$ cat config.mk
export PLATFORM = sky130hd
export DESIGN_NAME = ptw_walker
export DESIGN_NICKNAME = d
export VERILOG_FILES = /design/src/rtl/ptw_pkg.sv /design/src/rtl/ptw_l1_decode.sv /design/src/rtl/ptw_l2_decode.sv /design/src/rtl/ptw_fault_log.sv /design/src/rtl/ptw_walker.sv
export SDC_FILE = /design/constraint.sdc
export NUM_CORES = 1
export LEC_CHECK = 0
export ABC_AREA = 1
export BUFFER_PORTS_ARGS = -buffer_cell sky130_fd_sc_hd__buf_2
export CORE_MARGIN = 2
export CORE_UTILIZATION = 47
export CTS_CLUSTER_DIAMETER = 80
export CTS_CLUSTER_SIZE = 12
export DETAILED_ROUTE_END_ITERATION = 8
export PLACE_DENSITY = 0.76
export SLEW_MARGIN = 10
export SYNTH_ARGS = -nofsm -noshare
export SYNTH_HDL_FRONTEND = slang
export SYNTH_SLANG_ARGS = --single-unit
$ cat constraint.sdc
create_clock -name clk -period 2.2 [get_ports clk]
set_input_delay 0.11 -clock clk [delete_from_list [all_inputs] [get_ports clk]]
set_output_delay 0.11 -clock clk [all_outputs]
set_load 0.01 [all_outputs]
$ cat src/rtl/ptw_pkg.sv
package ptw_pkg;
  localparam int CODE_W = 4;
  localparam int DOM_W  = 4;
  localparam int STAT_W = CODE_W + DOM_W;

  localparam logic [1:0] KIND_WRITE = 2'd1;
  localparam logic [1:0] KIND_FETCH = 2'd2;

  localparam logic [CODE_W-1:0] C_L1_EMPTY  = 4'd5;
  localparam logic [CODE_W-1:0] C_L2_EMPTY  = 4'd7;
  localparam logic [CODE_W-1:0] C_DOM_SECT  = 4'd9;
  localparam logic [CODE_W-1:0] C_DOM_PAGE  = 4'd11;
  localparam logic [CODE_W-1:0] C_PERM_SECT = 4'd13;
  localparam logic [CODE_W-1:0] C_PERM_PAGE = 4'd15;

  typedef enum logic [1:0] {W_IDLE, W_LVL1, W_LVL2, W_DONE} walk_st_e;

  function automatic logic [31:0] relocate(input logic [31:0] va, input logic [31:0] pid,
                                           input logic [31:0] limit);
    return (va < limit) ? va + pid : va;
  endfunction

  function automatic logic [31:0] lvl1_addr(input logic [31:0] base, input logic [31:0] mva);
    return (base & 32'hFFFF_C000) | ((mva >> 18) & 32'h0000_3FFC);
  endfunction

  function automatic logic [31:0] lvl2_addr(input logic [31:0] desc, input logic [31:0] mva);
    return (desc & 32'hFFFF_FC00) | ((mva >> 10) & 32'h0000_03FC);
  endfunction

  function automatic logic [1:0] dom_field(input logic [31:0] domacc, input logic [DOM_W-1:0] dom);
    return 2'((domacc >> {dom, 1'b0}) & 32'h3);
  endfunction

  // {read, write} granted by a 2-bit permission field
  function automatic logic [1:0] ap_grant(input logic [1:0] ap, input logic user,
                                          input logic [1:0] rmode);
    logic [1:0] g;
    case (ap)
      2'd0:    g = {(rmode == 2'd2) || ((rmode == 2'd1) && !user), 1'b0};
      2'd1:    g = {!user, !user};
      2'd2:    g = {1'b1, !user};
      default: g = 2'b11;
    endcase
    return g;
  endfunction

  function automatic logic access_ok(input logic [1:0] g, input logic [1:0] kind);
    return (kind == KIND_WRITE) ? g[0] : g[1];
  endfunction

  function automatic logic [1:0] sub_ap(input logic [31:0] desc, input logic [1:0] idx);
    return 2'((desc >> (32'd4 + 32'({idx, 1'b0}))) & 32'h3);
  endfunction
endpackage

$ cat src/rtl/ptw_l1_decode.sv
module ptw_l1_decode
  import ptw_pkg::*;
(
  input  logic [31:0]       desc,
  input  logic [31:0]       mva,
  input  logic [31:0]       domacc,
  input  logic [1:0]        kind,
  input  logic              user,
  input  logic [1:0]        rmode,
  output logic              is_fault,
  output logic [CODE_W-1:0] code,
  output logic              is_table,
  output logic [DOM_W-1:0]  dom_num,
  output logic [1:0]        dom_val,
  output logic [31:0]       sect_pa,
  output logic [1:0]        grant,
  output logic [31:0]       next_addr
);
  always_comb begin
    dom_num   = desc[8:5];
    dom_val   = dom_field(domacc, desc[8:5]);
    sect_pa   = {desc[31:20], mva[19:0]};
    next_addr = lvl2_addr(desc, mva);
    grant     = (dom_val == 2'd3) ? 2'b11 : ap_grant(desc[11:10], user, rmode);
    is_fault  = 1'b0;
    is_table  = 1'b0;
    code      = '0;
    if (desc[1:0] == 2'd0) begin
      is_fault = 1'b1;
      code     = C_L1_EMPTY;
    end else if (dom_val == 2'd0 || dom_val == 2'd2) begin
      is_fault = 1'b1;
      code     = (desc[1:0] == 2'd2) ? C_DOM_SECT : C_DOM_PAGE;
    end else if (desc[1:0] == 2'd2) begin
      if (!access_ok(grant, kind)) begin
        is_fault = 1'b1;
        code     = C_PERM_SECT;
      end
    end else begin
      is_table = 1'b1;
    end
  end
endmodule

$ cat src/rtl/ptw_l2_decode.sv
module ptw_l2_decode
  import ptw_pkg::*;
(
  input  logic [31:0]       desc,
  input  logic [15:0]       mva_lo,
  input  logic [1:0]        l1_type,
  input  logic [1:0]        dom_val,
  input  logic [1:0]        kind,
  input  logic              user,
  input  logic [1:0]        rmode,
  output logic              is_fault,
  output logic [CODE_W-1:0] code,
  output logic [31:0]       page_pa,
  output logic [1:0]        grant
);
  logic [1:0] ap;
  logic       empty;

  always_comb begin
    empty   = 1'b0;
    ap      = 2'd0;
    page_pa = '0;
    case (desc[1:0])
      2'd0: empty = 1'b1;
      2'd1: begin
        page_pa = {desc[31:16], mva_lo[15:0]};
        ap      = sub_ap(desc, mva_lo[15:14]);
      end
      2'd2: begin
        page_pa = {desc[31:12], mva_lo[11:0]};
        ap      = sub_ap(desc, mva_lo[11:10]);
      end
      default: begin
        empty   = (l1_type == 2'd1);
        page_pa = {desc[31:10], mva_lo[9:0]};
        ap      = sub_ap(desc, 2'd0);
      end
    endcase
    grant    = (dom_val == 2'd3) ? 2'b11 : ap_grant(ap, user, rmode);
    is_fault = 1'b0;
    code     = '0;
    if (empty) begin
      is_fault = 1'b1;
      code     = C_L2_EMPTY;
    end else if (!access_ok(grant, kind)) begin
      is_fault = 1'b1;
      code     = C_PERM_PAGE;
    end
  end
endmodule

$ cat src/rtl/ptw_fault_log.sv
module ptw_fault_log
  import ptw_pkg::*;
#(
  parameter int AW = 32
) (
  input  logic              clk,
  input  logic              rst_n,
  input  logic              log_en,
  input  logic              is_fetch,
  input  logic [STAT_W-1:0] stat,
  input  logic [AW-1:0]     addr,
  output logic [STAT_W-1:0] i_stat,
  output logic [AW-1:0]     i_addr,
  output logic [STAT_W-1:0] d_stat,
  output logic [AW-1:0]     d_addr
);
  always_ff @(posedge clk) begin
    if (!rst_n) begin
      i_stat <= '0;
      i_addr <= '0;
      d_stat <= '0;
      d_addr <= '0;
    end else if (log_en) begin
      if (is_fetch) begin
        i_stat <= stat;
        i_addr <= addr;
      end else begin
        d_stat <= stat;
        d_addr <= addr;
      end
    end
  end

  a_r10_fetch_side: assert property (@(posedge clk) disable iff (!rst_n)
    (log_en && is_fetch) |=> (i_stat == $past(stat)) && (i_addr == $past(addr)) && $stable(d_stat));
  a_r10_data_side: assert property (@(posedge clk) disable iff (!rst_n)
    (log_en && !is_fetch) |=> (d_stat == $past(stat)) && (d_addr == $past(addr)) && $stable(i_stat));
endmodule

$ cat src/rtl/ptw_walker.sv
module ptw_walker
  import ptw_pkg::*;
#(
  parameter int          AW          = 32,
  parameter logic [31:0] RELOC_LIMIT = 32'h0200_0000
) (
  input  logic              clk,
  input  logic              rst_n,
  input  logic              req_valid,
  input  logic [AW-1:0]     req_va,
  input  logic [1:0]        req_kind,
  input  logic              req_user,
  input  logic [31:0]       cfg_base,
  input  logic [31:0]       cfg_domacc,
  input  logic [31:0]       cfg_ctrl,
  input  logic [31:0]       cfg_pid,
  output logic              mem_req,
  output logic [AW-1:0]     mem_addr,
  input  logic              mem_valid,
  input  logic [31:0]       mem_data,
  output logic              busy,
  output logic              done,
  output logic              fault,
  output logic [AW-1:0]     res_pa,
  output logic              res_rd,
  output logic              res_wr,
  output logic [STAT_W-1:0] res_status,
  output logic [STAT_W-1:0] ifault_status,
  output logic [AW-1:0]     ifault_addr,
  output logic [STAT_W-1:0] dfault_status,
  output logic [AW-1:0]     dfault_addr
);
  walk_st_e          st;
  logic [AW-1:0]     va_q, mva_q, l2addr_q;
  logic [1:0]        kind_q, l1type_q, domval_q;
  logic              user_q;
  logic [DOM_W-1:0]  dom_q;

  // named internal events
  logic [AW-1:0]     mva_in;
  logic              xlate_en, accept, l1_arrive, l2_arrive, walk_fault_evt;
  logic [1:0]        rmode;
  logic [STAT_W-1:0] evt_status;

  logic              l1_fault, l1_table, l2_fault;
  logic [CODE_W-1:0] l1_code, l2_code;
  logic [DOM_W-1:0]  l1_dom;
  logic [1:0]        l1_domval, l1_grant, l2_grant;
  logic [31:0]       l1_pa, l1_next, l2_pa;

  assign mva_in    = relocate(req_va, cfg_pid, RELOC_LIMIT);
  assign xlate_en  = cfg_ctrl[0];
  assign rmode     = 2'((cfg_ctrl >> 8) & 32'h3);
  assign accept    = (st == W_IDLE) && req_valid;
  assign l1_arrive = (st == W_LVL1) && mem_valid;
  assign l2_arrive = (st == W_LVL2) && mem_valid;
  assign walk_fault_evt = (l1_arrive && l1_fault) || (l2_arrive && l2_fault);
  assign evt_status = l1_arrive ? {l1_dom, l1_code} : {dom_q, l2_code};

  assign mem_req  = (st == W_LVL1) || (st == W_LVL2);
  assign mem_addr = (st == W_LVL1) ? lvl1_addr(cfg_base, mva_q) : l2addr_q;
  assign busy     = (st != W_IDLE);

  ptw_l1_decode u_l1 (
    .desc(mem_data), .mva(mva_q), .domacc(cfg_domacc), .kind(kind_q), .user(user_q),
    .rmode(rmode), .is_fault(l1_fault), .code(l1_code), .is_table(l1_table),
    .dom_num(l1_dom), .dom_val(l1_domval), .sect_pa(l1_pa), .grant(l1_grant),
    .next_addr(l1_next)
  );

  ptw_l2_decode u_l2 (
    .desc(mem_data), .mva_lo(mva_q[15:0]), .l1_type(l1type_q), .dom_val(domval_q),
    .kind(kind_q), .user(user_q), .rmode(rmode), .is_fault(l2_fault), .code(l2_code),
    .page_pa(l2_pa), .grant(l2_grant)
  );

  ptw_fault_log #(.AW(AW)) u_log (
    .clk(clk), .rst_n(rst_n), .log_en(walk_fault_evt), .is_fetch(kind_q == KIND_FETCH),
    .stat(evt_status), .addr(va_q), .i_stat(ifault_status), .i_addr(ifault_addr),
    .d_stat(dfault_status), .d_addr(dfault_addr)
  );

  always_ff @(posedge clk) begin
    if (!rst_n) begin
      st <= W_IDLE;
      va_q <= '0; mva_q <= '0; l2addr_q <= '0;
      kind_q <= '0; user_q <= 1'b0; l1type_q <= '0; domval_q <= '0; dom_q <= '0;
      done <= 1'b0; fault <= 1'b0;
      res_pa <= '0; res_rd <= 1'b0; res_wr <= 1'b0; res_status <= '0;
    end else begin
      done  <= 1'b0;
      fault <= 1'b0;
      case (st)
        W_IDLE: if (accept) begin
          va_q   <= req_va;
          mva_q  <= mva_in;
          kind_q <= req_kind;
          user_q <= req_user;
          if (!xlate_en) begin
            res_pa <= mva_in; res_rd <= 1'b1; res_wr <= 1'b1; res_status <= '0;
            done   <= 1'b1;
            st     <= W_DONE;
          end else begin
            st <= W_LVL1;
          end
        end
        W_LVL1: if (mem_valid) begin
          l1type_q <= mem_data[1:0];
          dom_q    <= l1_dom;
          domval_q <= l1_domval;
          l2addr_q <= l1_next;
          if (l1_fault) begin
            res_status <= evt_status; res_rd <= 1'b0; res_wr <= 1'b0;
            fault <= 1'b1;
            st    <= W_DONE;
          end else if (l1_table) begin
            st <= W_LVL2;
          end else begin
            res_pa <= l1_pa; res_rd <= l1_grant[1]; res_wr <= l1_grant[0]; res_status <= '0;
            done <= 1'b1;
            st   <= W_DONE;
          end
        end
        W_LVL2: if (mem_valid) begin
          if (l2_fault) begin
            res_status <= evt_status; res_rd <= 1'b0; res_wr <= 1'b0;
            fault <= 1'b1;
          end else begin
            res_pa <= l2_pa; res_rd <= l2_grant[1]; res_wr <= l2_grant[0]; res_status <= '0;
            done <= 1'b1;
          end
          st <= W_DONE;
        end
        default: st <= W_IDLE;
      endcase
    end
  end

  a_r11_one_result: assert property (@(posedge clk) disable iff (!rst_n) $onehot0({done, fault}));
  a_r11_single_pulse: assert property (@(posedge clk) disable iff (!rst_n)
    (done || fault) |=> !(done || fault) && !busy);
  a_r11_busy_through: assert property (@(posedge clk) disable iff (!rst_n)
    (done || fault) |-> busy);
  a_r11_fetch_in_walk: assert property (@(posedge clk) disable iff (!rst_n) mem_req |-> busy);
  a_r2_bypass: assert property (@(posedge clk) disable iff (!rst_n)
    (accept && !xlate_en) |=> done && !mem_req && (res_pa == $past(mva_in)));
  a_r3_word_aligned: assert property (@(posedge clk) disable iff (!rst_n)
    mem_req |-> (mem_addr[1:0] == 2'b00));
  a_r4_domain_fault: assert property (@(posedge clk) disable iff (!rst_n)
    (l1_arrive && mem_data[1:0] != 2'd0 && !l1_domval[0]) |=>
      fault && (res_status[3:0] == C_DOM_SECT || res_status[3:0] == C_DOM_PAGE));
endmodule

==> flow_results.org, run 1 <==
** Run status
- The flow ran to the end, but the final reports show violations.
- The final reports fail on negative setup slack.

** Timing
- The number of slew-limit violations in the final report is 0.
- Setup violations, final :: 1
- At the pin with the least slew margin, the transition time is 0.837 ns.
- The number of hold violations in the final report was 0.
- Between clock sinks in the finished design, the worst skew comes to 0.0166 ns.
- Relative slew margins :: 0.441
- In the final timing run, aggregate negative setup slack is -0.00544 ns.
- Min cycle time layout :: 2.21 ns
- Setup slack on the critical path of the routed design comes to -0.00544 ns.
- Setup repair after global routing could not meet its margin everywhere.
- Of the available clock period, the critical path in the final layout requires 1.00.
- Based on the critical path, the design can be clocked at up to 453 MHz.

** CTS
- Counting the buffers created by CTS gives 23.
- Clock tree from TritonCTS :: yes
- Latest clock arrival within the worst-skew pair :: 0.52 ns
- No sink is reached through more buffers than the 3 on the longest clock path.
- Clock transition at the registers of the reported paths :: approximately 0.070 ns
- The clock drives 231 sinks.
- Clk Tree Root Cell :: sky130_fd_sc_hd__clkbuf_16
- In this run the number of H-tree levels came out at 1.

** Placement
- The congestion estimate from routability-driven global placement came to 0.940.
- Placed wire-length estimate after detailed placement :: 34600 µm
- OpenSTA, run right after detailed placement, puts the worst setup slack at -0.327 ns.
- Number of buffer cells added on primary ports :: 309
- Including well taps, the total number of placed cells is around 2800.

** Floorplan
- I/O pin cnt :: about 360
- The die is 171 µm tall.
- For this configuration, the core starts out at a cell density of 0.476.
- X dimension of the die :: 171 µm
- Core Box Area :: approximately 28000 µm²
- The floorplan step defined a die boundary enclosing 29400 µm².
- Number of placement rows :: 61

** Synthesis
- Yosys top cell area share :: 0.351
- Warnings from Yosys :: 0
- Compound-cell area share of the yosys netlist :: 0.171
- Of all flip-flops after synthesis, the portion carrying an async set or reset was 0.
- After synthesis the netlist holds a flip-flop and latch count of 231.
- Cell count after synthesis :: 2035
- Register area share after synthesis :: 0.351
- After synthesis, the mean cell area works out to around 6.5 µm².
- Number of synthesized flops with an enable pin :: 0
- Simple-gate share of the synthesized area :: 0.326
- The mapped netlist covers 13200 µm².
- After synthesis, the largest family of logic cells by area is simple AND/OR/NAND/NOR gates.
- XOR/XNOR share of the synthesized area :: 0.00399
- Adder and majority cell fraction of the synthesized area :: 0.0385
- Of all cell types, the one taking the most synthesized area is sky130_fd_sc_hd__dfxtp_1.
- Of the post-synthesis cell area, the part taken by muxes is 0.000760.
- Post-synthesis cell type count :: 50
- Top cells by area in the synthesized netlist :: sky130_fd_sc_hd__dfxtp_1 35%, sky130_fd_sc_hd__nand2_1 14%, sky130_fd_sc_hd__a21oi_1 8.3%
- For this run, the leading register cell type out of synthesis is sky130_fd_sc_hd__dfxtp_1.

** Global routing
- For this run, the total global-route usage over all layers was measured as 0.299.
- Largest net degree at the start of global routing :: 187
- Antenna violations before repair :: 0
- The via count of the first global-routing pass was around 14000.
- Total overflow reported by the global router :: 0
- The first global-routing pass estimated 70000 µm of wire.

** Cells and area
- Fill count :: 2485
- Register area :: about 4600 µm²
- Leading cell types in the layout, fill and taps excluded :: 481 x sky130_fd_sc_hd__nand2_1, 308 x sky130_fd_sc_hd__buf_2, 246 x sky130_fd_sc_hd__nor2_1
- For this run, the post-layout net count is 2728.
- For this run, the number of standard cells in the final layout without fillers is 2869.
- Area added between synthesis and finish :: 34.3%
- At the end of the flow the core is filled with cells to 0.639.
- Fraction of final layout cells with drive strength greater than 1 :: 0.262
- Summing all multi-input logic gate instances after layout gives 7370 µm².
- Most common cell after layout, fill and taps aside :: sky130_fd_sc_hd__nand2_1

** Critical path
- Data on the critical path is required at its endpoint by 2.65 ns.
- The worst setup path is launched from a register.
- The signal on the critical path passes through inv_4 -> nand2_4 -> nand3_2 -> nand3_2 -> nand2_2 -> nand2_2 -> nand2_2 -> nand2_1 -> nand2_1 -> nor2_2 -> nand2_2 -> nand3_4 -> a21oi_4 -> nand2_4 -> buf_12 -> clkinv_8 -> clkbuf_16 -> nor2_1 -> nor2_1.
- STA puts the critical path data arrival time at 2.65 ns.
- The critical path in this run is classified as register to register.
- Delay of the slowest critical-path stage :: 0.36 ns
- Cell type with the highest occurrence count on the critical path :: sky130_fd_sc_hd__nand2_2
- Critical path fanouts, max :: 6
- Kind of end point of the critical path :: register
- Worst path slowest cell :: sky130_fd_sc_hd__dfxtp_4

** Route
- In the routed design, unresolved DRC markers number 0.
- Antenna Violating Nets Remaining :: 0
- Summed over all layers, the routed wires come to 48100 µm.
- After detailed routing, the number of vias per cell comes to 5.32.
- Via count :: 15300
- In the final routed layout, each cell accounts on average for 16.8 µm.
- The first routing iteration left 1520 violations.
- Pre-antenna DRT Iters :: 8

** Run
- Across the run, the number of max-cap violations was 0.

** Power and ir drop
- Static Leakage :: 8.96 nW
- P per Cell Area :: roughly 1100 nW/µm²
- Peak VDD IR :: 0.893 mV

** Hold path
- Kind of path behind the tightest hold check :: primary input to register
[cell families (layout without fill, tap and decap cells)]
family	after synthesis	count (layout)
other cells	1	3
fa+ha+maj	40	40
buf+inv	334	787
mux	1	1
compound gates	422	422
flops	231	231
simple gates	1000	1001
xor+xnor	6	6
[report_power, final]
| group | leakage (nW) | total, W | internal (W) | switching [W] |
|---|---|---|---|---|
| Combinational | 6.76 | 0.00957 | 0.00380 | 0.00577 |
| Clock | 0.300 | 0.00348 | 0.00189 | 0.00159 |
| Sequential | 1.89 | 0.00574 | 0.00519 | 0.000543 |
| Total | 8.96 | 0.0188 | 0.0109 | 0.00790 |
[cells in the mapped netlist (4+ instances only)]
| library cell | number |
|---|---|
| sky130_fd_sc_hd__o211ai_1 | 5 |
| sky130_fd_sc_hd__o21bai_1 | 4 |
| sky130_fd_sc_hd__clkbuf_1 | 69 |
| sky130_fd_sc_hd__a21boi_0 | 5 |
| sky130_fd_sc_hd__inv_1 | 212 |
| sky130_fd_sc_hd__buf_1 | 11 |
| sky130_fd_sc_hd__a31oi_1 | 7 |
| sky130_fd_sc_hd__nand2_2 | 5 |
| sky130_fd_sc_hd__buf_2 | 15 |
| sky130_fd_sc_hd__buf_6 | 14 |
| sky130_fd_sc_hd__or2_2 | 4 |
| sky130_fd_sc_hd__a211oi_1 | 7 |
| sky130_fd_sc_hd__buf_4 | 5 |
| sky130_fd_sc_hd__o221ai_1 | 4 |
| sky130_fd_sc_hd__nand3b_1 | 6 |
| sky130_fd_sc_hd__o22ai_1 | 5 |
| sky130_fd_sc_hd__dfxtp_1 | 231 |
| sky130_fd_sc_hd__a22oi_1 | 6 |
| sky130_fd_sc_hd__nand4_1 | 18 |
| sky130_fd_sc_hd__ha_1 | 39 |
| sky130_fd_sc_hd__nand2_1 | 495 |
| sky130_fd_sc_hd__nand3_2 | 31 |
| sky130_fd_sc_hd__a21oi_1 | 219 |
| sky130_fd_sc_hd__o21ai_0 | 148 |
| sky130_fd_sc_hd__nor2_1 | 254 |
| sky130_fd_sc_hd__nor3_1 | 6 |
| sky130_fd_sc_hd__nand3_1 | 173 |
[cell type report]
| class | count | share of cell area |
|---|---|---|
| repair buffers | 543 | 0.212 |
| clock buffers | 24 | 0.0333 |
| flip-flops and latches | 231 | 0.262 |
| multi-input cells | 1472 | 0.417 |
| diodes | 1 | 0.000141 |
| well taps | 378 | 0.0267 |
| clock inverters | 2 | 0.000990 |
| inverters | 218 | 0.0476 |
[critical path, delay by kind of cell, from the launching register on]
kind | cells | cell delay [ns]
flip-flops | 1 | 0.36
AND/OR/NAND/NOR | 14 | 1.07
AO/OA/AOI/OAI | 1 | 0.26
buffers and inverters | 4 | 0.44
[layer usage]
layer	wire length, µm	track usage	up-vias	part of all wire
met2	22000	0.490	725	0.46
met4	1980	0.118	0	0.041
li1	-	-	7500	-
met1	20300	0.405	6929	0.42
met5	0	0	-	0
met3	3880	0.0313	118	0.081
[flip-flops by register name, indices dropped and copies added (netlist names), 30 cells and up]
signal and flops:
mva_q 32, u_log.i_addr 32, res_pa 32, u_log.d_addr 32, l2addr_q 30, va_q 32
[through the flow]
step	hold WS [ns]	total power [W]	area, µm²
detailed placement	0.392	0.0138	16100
global placement	0.387	0.0136	16100
global route	0.0253	0.0199	17700
finish	0.0126	0.0188	17700
floorplan	0.258	0.0108	13200
CTS	0.00724	0.0174	17000
[worst paths after layout]
path	endpoint	start	depth (start not counted)	slack, ns
min	l2addr_q[11]	mem_data[11]	4	0.01
max reg2reg	res_pa[24]	mva_q[10]	19	-0.005
max	res_pa[24]	mva_q[10]	19	-0.005
min reg2reg	res_status[1]	res_status[1]	2	0.46
[what timing repair did]
| action | in CTS | in global routing |
|---|---|---|
| gates cloned | 0 | 14 |
| hold endpoints to repair | 31 | 1 |
| setup buffers | 3 | 8 |
| resized for setup | 5 | 101 |
| hold buffers | 29 | 1 |
| endpoints found under the setup margin | 38 | 145 |
| pin swaps | 2 | 23 |
(Power assumes the default switching activity.)
==> inputs of run 2 (changes only) <==
SKIP_LAST_GASP = 1   (was default)
==> flow_results.org, run 2 (same netlist as run 1, synthesis figures left out) <==
** Floorplan
- Core Box Area :: 27700 µm² (unchanged)
- Number of placement rows :: 61 (unchanged)
- X dimension of the die :: 171 µm (unchanged)
- I/O pin cnt :: 357 (unchanged)
- The die area is 29400 µm² (unchanged).
- Starting density of the core :: 0.476 (unchanged)
- The die extent in y was 171 µm (unchanged).

** Critical path
- Crit path kind :: register to register (unchanged)
- Critical path fanouts, max :: 6 (unchanged)
- Startpoint type of the worst setup path :: register (unchanged)
- The arrival time of the worst setup path is 2.67 ns (was 2.65 ns).
- Critical path required time :: 2.64 ns (was 2.65 ns)
- Cell count of the worst reg-to-reg path :: 19 (unchanged)
- Kind of end point of the critical path :: register (unchanged)
- Worst-case register-to-register setup slack :: -0.03 ns (was -0.005 ns)

** Timing
- Worst slew pin tran :: 0.866 ns (was 0.837 ns)
- Min cycle time layout :: 2.23 ns (was 2.21 ns)
- The final setup skew is 0.0147 ns (was 0.0166 ns).
- Setup violations, final :: 1 (unchanged)
- Slew Viols, Final :: 0 (unchanged)
- The slack of the critical path was -0.0331 ns (was -0.00544 ns).
- RSZ-0062 raised after global routing: true (unchanged).
- Hold violation total from the final report :: 0 (unchanged)
- Max Freq :: 448 MHz (was 453 MHz)
- Final cycle utilization of the critical path :: 1.02 (was 1.00)
- The remaining max-slew budget at the tightest pin is 0.423 (was 0.441).

** Power and ir drop
- Static Leakage :: 9.05 nW (was 8.96 nW)
- Design Power :: 0.0191 W (was 0.0188 W)
- The worst IR drop on VDD was 0.850 mV (was 0.893 mV).
- The power per unit of standard cell area came to 1060 nW/µm² (about the same).

** Placement
- Number of buffer cells added on primary ports :: 309 (unchanged)
- The cell area after placement is 16100 µm² (unchanged).
- The final RePlAce weighted congestion is 0.940 (unchanged).
- Placed wire-length estimate after detailed placement :: 34600 µm (unchanged)
- The pre-CTS setup slack came to -0.327 ns (unchanged).

** CTS
- Clk Tree Root Cell :: sky130_fd_sc_hd__clkbuf_16 (unchanged)
- Buffers from clock root to sink, at most :: 3 (unchanged)
- Inserted Clock Buffers :: 23 (unchanged)
- Number of H-tree levels :: 1 (unchanged)
- Latest clock arrival within the worst-skew pair :: 0.51 ns (was 0.52 ns)
- The clock tree from TritonCTS is yes (unchanged).
- The clock-pin slew on the worst setup and hold paths was 0.07 ns (about the same).
- The clock sink count came to 231 (unchanged).

** Cells and area
- The finished layout cell area was 17900 µm² (was 17700 µm²).
- Fill count :: 2432 (was 2485)
- The fraction of final layout cells with drive strength greater than 1 came to 0.267 (was 0.262).
- The layout overhead on the synthesized area is 36.0% (was 34.3%).
- The diode insertion count for antenna repair is 0 (was 1).
- The net total in the final layout is 2739 (was 2728).
- Leading cell types in the layout, fill and taps excluded :: 481 x sky130_fd_sc_hd__nand2_1, 308 x sky130_fd_sc_hd__buf_2, 247 x sky130_fd_sc_hd__nor2_1 (was 481 x sky130_fd_sc_hd__nand2_1, 308 x sky130_fd_sc_hd__buf_2, 246 x sky130_fd_sc_hd__nor2_1)
- Most common cell after layout, fill and taps aside :: sky130_fd_sc_hd__nand2_1 (unchanged)

** Hold path
- Kind of path behind the tightest hold check :: primary input to register (unchanged)
- The count of cells along the worst hold path is 4 (unchanged).

** Global routing
- Largest net degree at the start of global routing :: 187 (unchanged)
- Global-route wire length before repair :: 70000 µm (unchanged)
- The global routing usage summed across all routing layers was 0.299 (unchanged).
- The aggregate global routing overflow was 0 (unchanged).
- Antenna violations before repair :: 0 (unchanged)
- Via count of the first global-routing pass :: 13600 (unchanged)

** Route
- Via count :: 15500 (was 15300)
- Post-detailed-route DRC marker count :: 0 (unchanged)
- Via density :: 5.38 (was 5.32)
- Antenna Violating Nets Remaining :: 0 (unchanged)
- DRT Wirelength :: 49100 µm (was 48100 µm)
- The final routed wire length divided by cell count is 17.1 µm (was 16.8 µm).
- The number of iterations in the first detailed-routing pass was 6 (was 8).
- Iter 0 DRT Violations :: 1555 (was 1520)

** Run status
- Result of the run :: finished with violations (unchanged)
- Violations in the final reports :: negative setup slack (unchanged)

** Run
- Max-cap violations :: 0 (unchanged)
## run 2: cell types whose count changed in the layout (fill, tap and decap cells not counted), sizes merged
cell,delta
buf,+5
clkbuf,+5
clkinv,+1
diode,-1
inv,-1
nand2,+1
## run 2: layout make-up
type	instances	area, µm²	area share
clock buffers	24	589	0.0329
clock inverters	2	17.5	0.000977
inverters	218	842	0.0470
multi-input cells	1473	7430	0.414
flip-flops and latches	231	4640	0.259
well taps	378	473	0.0264
repair buffers	553	3940	0.220
## run 2: layer usage
metal	vias up	share of wire	global-route usage
met4	0	0.044	0.118
met2	749	0.46	0.490
li1	7528	-	-
met3	145	0.080	0.0313
met5	-	0	0
met1	7053	0.42	0.405
## run 2: report_power, final
group | internal (W) | leakage, nW | total [W] | switching [W]
clock network | 0.00189 | 0.300 | 0.00346 | 0.00157
registers | 0.00519 | 1.89 | 0.00574 | 0.000547
logic | 0.00395 | 6.86 | 0.00985 | 0.00590
total | 0.0110 | 9.05 | 0.0191 | 0.00801
## run 2: stage by stage
stage / hold WS (ns) / util / instances / TNS [ns]
floorplan: 0.258 / - / 2036 / 0
global placement: 0.387 / 0.581 / 2788 / -20.63
detailed placement: 0.392 / 0.581 / 2788 / -32.94
CTS: 0.00724 / 0.614 / 2846 / -0.122
global route: 0.0257 / 0.647 / 2879 / -7.61
finish: 0.0214 / 0.647 / 2879 / -0.0331
## run 2: repair_timing
action                                  in CTS  in global routing
buffers inserted                             3                 10
hold buffers                                29                  1
endpoints found under the hold margin       31                  1
pin swaps                                    1                 25
gates resized for setup                      3                109
endpoints found under the setup margin      38                146
gates cloned                                 0                 23
## run 2: worst paths after layout
| path | startpoint | to |
|---|---|---|
| setup / recovery | mva_q[10] | res_pa[24] |
| hold / removal | req_va[13] | va_q[13] |
| setup reg to reg | mva_q[10] | res_pa[24] |
| hold reg to reg | res_status[1] | res_status[1] |
## run 2: critical path, stage by stage (launching register included)
cell	delay, ns
sky130_fd_sc_hd__dfxtp_4	0.36
sky130_fd_sc_hd__inv_4	0.06
sky130_fd_sc_hd__nand2_4	0.06
sky130_fd_sc_hd__nand3_2	0.09
sky130_fd_sc_hd__nand3_2	0.08
sky130_fd_sc_hd__nand2_2	0.08
sky130_fd_sc_hd__nand2_2	0.07
sky130_fd_sc_hd__nand2_2	0.08
sky130_fd_sc_hd__nand2_1	0.05
sky130_fd_sc_hd__nand2_1	0.06
sky130_fd_sc_hd__nor2_2	0.04
sky130_fd_sc_hd__nand2_2	0.08
sky130_fd_sc_hd__nand3_4	0.11
sky130_fd_sc_hd__a21oi_4	0.26
sky130_fd_sc_hd__nand2_4	0.10
sky130_fd_sc_hd__buf_12	0.16
sky130_fd_sc_hd__clkinv_8	0.06
sky130_fd_sc_hd__clkbuf_16	0.15
sky130_fd_sc_hd__nor2_1	0.05
sky130_fd_sc_hd__nor2_1	0.14
